<file path="src/rtl/nrdiv_pkg.sv">
package nrdiv_pkg;
  typedef struct packed {
    logic sum;
    logic cout;
  } cas_bit_t;
endpackage

</file>
<file path="src/rtl/nrdiv_cas_cell.sv">
module nrdiv_cas_cell
  import nrdiv_pkg::*;
(
  input  logic     a_i,
  input  logic     b_i,
  input  logic     sub_i,
  input  logic     cin_i,
  output cas_bit_t out_o
);
  logic b_eff;
  logic half;

  // XOR turns the divisor bit into its complement when the row subtracts
  assign b_eff      = b_i ^ sub_i;
  assign half       = a_i ^ b_eff;
  assign out_o.sum  = half ^ cin_i;
  assign out_o.cout = (a_i & b_eff) | (cin_i & half);
endmodule

</file>
<file path="src/rtl/nrdiv_cas_row.sv">
module nrdiv_cas_row
  import nrdiv_pkg::*;
#(
  parameter int W = 5
) (
  input  logic [W-1:0] a_i,
  input  logic [W-1:0] b_i,
  input  logic         sub_i,
  output logic [W-1:0] sum_o
);
  logic [W:0] carry;
  cas_bit_t   res [W];

  // carry-in of one completes the two's complement on subtract
  assign carry[0] = sub_i;

  for (genvar j = 0; j < W; j++) begin : g_cell
    nrdiv_cas_cell u_cell (
      .a_i  (a_i[j]),
      .b_i  (b_i[j]),
      .sub_i(sub_i),
      .cin_i(carry[j]),
      .out_o(res[j])
    );
    assign sum_o[j]     = res[j].sum;
    assign carry[j + 1] = res[j].cout;
  end

  logic unused_carry_top;
  assign unused_carry_top = carry[W];
endmodule

</file>
<file path="src/rtl/nrdiv_ovf_detect.sv">
module nrdiv_ovf_detect #(
  parameter int QW = 4
) (
  input  logic [QW-1:0] upper_i,
  input  logic [QW-1:0] divisor_i,
  output logic          ovf_o
);
  // quotient fits only if the upper half is below the divisor
  assign ovf_o = (upper_i >= divisor_i);
endmodule

</file>
<file path="src/rtl/nr_array_divider.sv">
module nr_array_divider #(
  parameter int QW = 4
) (
  input  logic [2*QW-1:0] dividend_i,
  input  logic [QW-1:0]   divisor_i,
  output logic [QW-1:0]   quotient_o,
  output logic [QW-1:0]   remainder_o,
  output logic            overflow_o
);
  localparam int DW = 2 * QW;
  localparam int RW = QW + 1;

  logic [RW-1:0] dvs_ext;
  logic [RW-1:0] prem [1:QW];

  assign dvs_ext = {1'b0, divisor_i};

  for (genvar i = 0; i < QW; i++) begin : g_row
    logic [RW-1:0] row_in;
    logic [RW-1:0] row_sum;
    logic          row_sub;

    if (i == 0) begin : g_first
      // preshifted dividend: the top bit stays out of the cells and is
      // folded into the sign afterwards (adds 2^QW modulo 2^RW)
      assign row_in      = {1'b0, dividend_i[DW-2:QW-1]};
      assign row_sub     = 1'b1;
      assign prem[i + 1] = {row_sum[QW] ^ dividend_i[DW-1], row_sum[QW-1:0]};
    end else begin : g_next
      assign row_in      = {prem[i][QW-1:0], dividend_i[QW-1-i]};
      assign row_sub     = ~prem[i][QW];
      assign prem[i + 1] = row_sum;
    end

    nrdiv_cas_row #(.W(RW)) u_row (
      .a_i  (row_in),
      .b_i  (dvs_ext),
      .sub_i(row_sub),
      .sum_o(row_sum)
    );

    assign quotient_o[QW-1-i] = ~prem[i + 1][QW];
  end

  // correction row: add the divisor back once when the last row is negative
  logic [RW-1:0] fix_add;
  logic [RW-1:0] fix_sum;

  assign fix_add = dvs_ext & {RW{prem[QW][QW]}};

  nrdiv_cas_row #(.W(RW)) u_fix (
    .a_i  (prem[QW]),
    .b_i  (fix_add),
    .sub_i(1'b0),
    .sum_o(fix_sum)
  );

  assign remainder_o = fix_sum[QW-1:0];

  logic unused_fix_msb;
  assign unused_fix_msb = fix_sum[QW];

  nrdiv_ovf_detect #(.QW(QW)) u_ovf (
    .upper_i  (dividend_i[DW-1:QW]),
    .divisor_i(divisor_i),
    .ovf_o    (overflow_o)
  );
endmodule

</file>
<file path="config.mk">
export PLATFORM = sky130hd
export DESIGN_NAME = nr_array_divider
export DESIGN_NICKNAME = d
export VERILOG_FILES = /design/src/rtl/nrdiv_pkg.sv /design/src/rtl/nrdiv_cas_cell.sv /design/src/rtl/nrdiv_cas_row.sv /design/src/rtl/nrdiv_ovf_detect.sv /design/src/rtl/nr_array_divider.sv
export SDC_FILE = /design/constraint.sdc
export NUM_CORES = 1
export LEC_CHECK = 0
export BUFFER_PORTS_ARGS = -buffer_cell sky130_fd_sc_hd__buf_2
export CAP_MARGIN = 30
export CORE_MARGIN = 4
export CORE_UTILIZATION = 25
export DETAILED_ROUTE_END_ITERATION = 10
export PLACE_DENSITY_LB_ADDON = 0.2
export SYNTH_ARGS = -nofsm -noshare
export SYNTH_HDL_FRONTEND = slang
export SYNTH_SLANG_ARGS = --single-unit
</file>
<file path="constraint.sdc">
create_clock -name vclk -period 11.88
set_clock_uncertainty 0.1 [all_clocks]
set_input_delay 1.188 -clock vclk [all_inputs]
set_output_delay 1.188 -clock vclk [all_outputs]
set_load 0.005 [all_outputs]
</file>
# --- Yosys cells after proc, flatten, opt, wreduce, memory -nomap -nowiden ---
# Cells that the tools add are included.
classes:
  n_lt_le_gt_ge: 1
  bitwise: 122
op_table:
  columns: ["operator", "n"]
  rows:
  - ["$xor 1x1->1", 57]
  - ["$and 1x1->1", 36]
  - ["$or 1x1->1", 18]
  - ["$not 1->1", 10]
  - ["$and 4x4->4", 1]
  - ["$ge 4x4->1", 1]
totals:
  output_inout_bits: 9
  ff_bits: 0
  wordCells: 123
  in_bits: 12

# --- Logic depth before layout (Yosys ltp) ---
depth:
  ltp_word: 54
  ltp_mapped: 35
  mapped_depth_nobuf: 35

# --- Hierarchy ---
# Synthesis repeated with hierarchy kept, for this count alone.
unflattened:
  cells_unflattened: 176
  hier_area_um2: 1270.0
modules_own_cells:
  columns: ["module", "cells_each", "instances", "area_each_um2", "seq_area_each_um2"]
  rows:
  - ["nrdiv_cas_cell", 6, 25, 43.8, 0.0]
  - ["nrdiv_ovf_detect", 13, 1, 100.1, 0.0]
  - ["nr_array_divider", 13, 1, 75.1, 0.0]

# --- Worst setup path after synthesis ---
# No wires, ideal clock.
synth_timing:
  kind: "input -> output"
  startpoint: "input dividend_i[3]"
  endpoint: "output remainder_o[3]"
  t_required_ps: 10592
  n_path_buf: 0
  path_stages: 35
  setup_slack_ps: 1286
  arrival_time_ps: 9306
  cell_sequence: "inv_1 ha_1 fa_1 inv_1 fa_1 inv_1 fa_1 xnor2_4 xnor2_1 fa_1 inv_1 fa_1 fa_1 xnor2_1 xnor2_1 mux2i_1 fa_1 inv_1 fa_1 inv_1 fa_1 xnor2_1 xnor3_2 xnor2_1 fa_1 fa_1 fa_1 xnor2_1 xnor2_2 and2_2 ha_1 fa_1 fa_1 xor2_1 xnor2_1"
synth_between:
  elab_chain_cells: 53
  word_cells_on_any_way: 108
  cone_classes: "108 x bitwise"
synth_lines:
  columns: ["item", "line_no", "source"]
  rows:
  - ["start: declaration", "nr_array_divider.sv:4", "input logic [2*QW-1:0] dividend_i,"]
  - ["$and 1x1->1 / $xor 1x1->1 (equally long branches)", "nrdiv_cas_cell.sv:17, nrdiv_cas_cell.sv:15", null]
  - ["$or 1x1->1 (*)", "nrdiv_cas_cell.sv:17", "assign out_o.cout = (a_i & b_eff) | (cin_i & half);"]
  - ["$and 1x1->1 (*)", "nrdiv_cas_cell.sv:17", null]
  - ["$or 1x1->1 (*)", "nrdiv_cas_cell.sv:17", null]
  - ["$and 1x1->1 (*)", "nrdiv_cas_cell.sv:17", null]
  - ["$or 1x1->1 (*)", "nrdiv_cas_cell.sv:17", null]
  - ["$and 1x1->1 (*)", "nrdiv_cas_cell.sv:17", null]
  - ["$or 1x1->1 (*)", "nrdiv_cas_cell.sv:17", null]
  - ["(+3 left out)", null, null]
  - ["via g_row[1].row_sub", "nr_array_divider.sv:21", "logic row_sub;"]
  - ["(+12 left out)", null, null]
  - ["via g_row[2].row_sub", "nr_array_divider.sv:21", null]
  - ["(+22 left out)", null, null]
  - ["$xor 1x1->1", "nrdiv_cas_cell.sv:16", "assign out_o.sum = half ^ cin_i;"]
  - ["$and 4x4->4", "nr_array_divider.sv:49", "assign fix_add = dvs_ext & {RW{prem[QW][QW]}};"]
  - ["$and 1x1->1 / $xor 1x1->1 (equally long branches)", "nrdiv_cas_cell.sv:17, nrdiv_cas_cell.sv:15", null]
  - ["$and 1x1->1", "nrdiv_cas_cell.sv:17", null]
  - ["$or 1x1->1", "nrdiv_cas_cell.sv:17", null]
  - ["$and 1x1->1", "nrdiv_cas_cell.sv:17", null]
  - ["$or 1x1->1", "nrdiv_cas_cell.sv:17", null]
  - ["$xor 1x1->1 (*)", "nrdiv_cas_cell.sv:16", null]
  - ["end: declaration", "nr_array_divider.sv:7", "output logic [QW-1:0] remainder_o,"]
# The timed path passes the listed nets; every way through them passes the cells marked *.

# --- Final worst setup path ---
layout_timing:
  startpoint: "input divisor_i[0]"
  endpoint: "output remainder_o[3]"
layout_between:
  elab_chain_cells: 54
  word_cells_on_any_way: 109
  cone_classes: "109 x bitwise"
layout_lines:
  columns: ["item", "line_no", "source"]
  rows:
  - ["start: declaration", "nr_array_divider.sv:5", "input logic [QW-1:0] divisor_i,"]
  - ["$not 1->1 (no line)", null, null]
  - ["$and 1x1->1 / $xor 1x1->1 (equally long branches)", "nrdiv_cas_cell.sv:17, nrdiv_cas_cell.sv:15", null]
  - ["$or 1x1->1", "nrdiv_cas_cell.sv:17", null]
  - ["$and 1x1->1", "nrdiv_cas_cell.sv:17", null]
  - ["$or 1x1->1", "nrdiv_cas_cell.sv:17", null]
  - ["$and 1x1->1", "nrdiv_cas_cell.sv:17", null]
  - ["$or 1x1->1", "nrdiv_cas_cell.sv:17", null]
  - ["$and 1x1->1", "nrdiv_cas_cell.sv:17", null]
  - ["(+38 left out)", null, null]
  - ["$xor 1x1->1", "nrdiv_cas_cell.sv:16", null]
  - ["$and 4x4->4", "nr_array_divider.sv:49", null]
  - ["$and 1x1->1 / $xor 1x1->1 (equally long branches)", "nrdiv_cas_cell.sv:17, nrdiv_cas_cell.sv:15", null]
  - ["$and 1x1->1", "nrdiv_cas_cell.sv:17", null]
  - ["$or 1x1->1", "nrdiv_cas_cell.sv:17", null]
  - ["$and 1x1->1", "nrdiv_cas_cell.sv:17", null]
  - ["$or 1x1->1", "nrdiv_cas_cell.sv:17", null]
  - ["$xor 1x1->1 (*)", "nrdiv_cas_cell.sv:16", null]
# Mark *: on every way between the ends. The rest lies on a longest branch, timed or not.

==> flow_summary.json <==
{
  "final_max_slew_viol_count": 0,
  "number_of_global_route_vias_before_repair": 507,
  "cap_viol_max_count": 0,
  "design.final.nets": 126,
  "layout_overhead_on_the_synthesized_area_pct": 15.6,
  "fin_worst_hold_slack_ns": 2.67,
  "grt_first_pass_wirelength_um": 2170,
  "detail_route.first_pass.iterations": 2,
  "place_hpwl_um": 1140,
  "avgRoutedWirePerCell_um": 9.55,
  "final_layout_size_suffix_gt1_share_pct": 28.3,
  "num_vias": 515,
  "post_synth_num_cell_types": 18,
  "cp.required_ns": 10.59,
  "peak_freq_mhz": 89.1,
  "start_kind": "input port",
  "timing.critical_path.fanout_max": 10,
  "rows": 19,
  "clockBufferCount": 0,
  "finalCritPeriodShare_pct": 94.5,
  "via_per_inst": 4.19,
  "mappedNetlistArea_um2": 754,
  "synthesized_netlist_cell_count": 76,
  "antenna_cells_inserted": 0,
  "synth_fp_nets": 108,
  "setup-violations-final": 0,
  "path_common_cell": "fa_1",
  "tightest_slew_ns": 0.424,
  "finalWorstPathRequiredPeriod_ns": 11.23,
  "worst_path_largest_cell_delay_ns": 0.44,
  "yosys.area.top_type_share_pct": 37.1,
  "total_core_area_um2": 2830,
  "ys_top_cells_by_area": "fa_1 (37%), xnor2_1 (17%), ha_1 (10%)",
  "timing.max_slew.rel_slack_pct": 71.6,
  "die_w_um": 62.9,
  "cell_with_the_most_instances_after_synthesis": "inv_1",
  "yosys_warnings": 0,
  "outcome": "complete, no violations",
  "fill_cells": 309,
  "layout.cells.non_filler": 123,
  "hp-class": "in -> out",
  "standard_cell_with_the_maximum_stage_delay_on_the_critical_path": "fa_1",
  "synthTopCellsByCount": "inv_1 (17), xnor2_1 (15), fa_1 (14)",
  "drt.antenna.violating_nets": 0,
  "setup-tns-final_ns": 0,
  "grt-ovfl-total": 0,
  "dp_cells": 123,
  "all_layer_global_routing_usage_pct": 6.43,
  "drc": 0,
  "grt_start_max_net_pins": 11,
  "starting_drt_drc_count": 6,
  "antenna_violations_before_repair": 0,
  "finalWirelength_um": 1180,
  "seqCellArea_um2": 0,
  "io_buffer_count": 21,
  "final_core_utilization_pct": 30.8,
  "fp.dieH_um": 62.9,
  "initial_core_util_pct": 26.7,
  "timing.critical_path.to_type": "output pin",
  "hold_viol": 0,
  "worst_ep_arrival_time_ns": 9.94,
  "fp.dieArea_um2": 3960,
  "crit_path_end": "remainder_o[3]",
  "rsz0062_at_grt": "no",
  "final_replace_weighted_congestion": 0.710,
  "cts.repair_timing.setup_buffer_count": 0,
  "n_sequential_cell": 0,
  "crit_type": "in -> out",
  "synth-seq-area-share_pct": 0,
  "crit_start": "divisor_i[0]",
  "floorplan.io_pins": 21,
  "synth_top_area_cell": "fa_1",
  "post_synthesis_average_cell_area_um2": 9.93
}
-- routing by layer --
metal	global-route usage [%]	part of all wire, %	vias up
met5	0	0	-
met4	0	0	0
met3	0.540	6.4	0
met2	11.9	50	14
met1	8.56	43	250
li1	-	-	251
-- cell usage in the layout, fill, tap and decap left out --
cell type  netlist  final
and2_2           1      1
inv_1           17     17
ha_1             6      6
a21oi_1          1      1
xnor3_2          1      1
mux2i_1          2      2
nand2b_1         2      2
o21ai_0          2      2
fa_1            14     14
xnor2_1         15     14
buf_2            0     21
nor2_1           2      2
xnor2_4          1      1
nand2_1          2      2
nor2b_1          1      1
xor2_1           3      3
xnor2_2          1      2
-- final cells by class --
class | count | area, µm² | area share, %
multi-input combinational | 54 | 664 | 76.2
tap | 31 | 38.8 | 4.45
inverter | 17 | 63.8 | 7.32
timing repair buffer | 21 | 105 | 12.1
-- what timing repair did --
action,4_1_cts,5_1_grt
hold buffers,0,0
resized for setup,0,1
setup endpoints to repair,0,1
-- cell families after synthesis --
group	after synthesis	share of synthesized area, %
fa+ha+maj	20	47.1
simple gates	8	5.47
mux	2	2.65
buf+inv	22	12.9
xor+xnor	21	29.9
compound gates	3	1.99
-- worst min-delay path by stage --
stage               cells after the start          start  slack (ns)             end
floorplan                               2   divisor_i[3]        2.39  remainder_o[3]
global placement                        4   divisor_i[3]        2.67  remainder_o[3]
detailed placement                      4   divisor_i[3]        2.68  remainder_o[3]
CTS                                     4   divisor_i[3]        2.68  remainder_o[3]
global route                            3  dividend_i[7]        2.71   quotient_o[3]
finish                                  4   divisor_i[3]        2.67  remainder_o[3]
-- per-stage QoR --
| step | setup slack, ns | cell area (µm²) |
|---|---|---|
| 6_report | 0.654 | 872 |
| 5_1_grt | 0.00570 | 872 |
| 4_1_cts | 0.394 | 865 |
| 3_5_place_dp | 0.403 | 865 |
| 3_3_place_gp | 0.486 | 865 |
| 2_1_floorplan | 1.29 | 754 |
-- worst max-delay path: cells and delay by family --
kind | cells | cell delay, ns
xor gates and xnor gates | 11 | 2.57
adders and majority gates | 16 | 5.23
and+or+nand+nor | 1 | 0.20
buffers and inverters | 7 | 0.59
muxes | 1 | 0.15
Power is left out: the tool's default activity adds up to more than one toggle a clock period on the data nets, which glitch-free logic cannot reach.
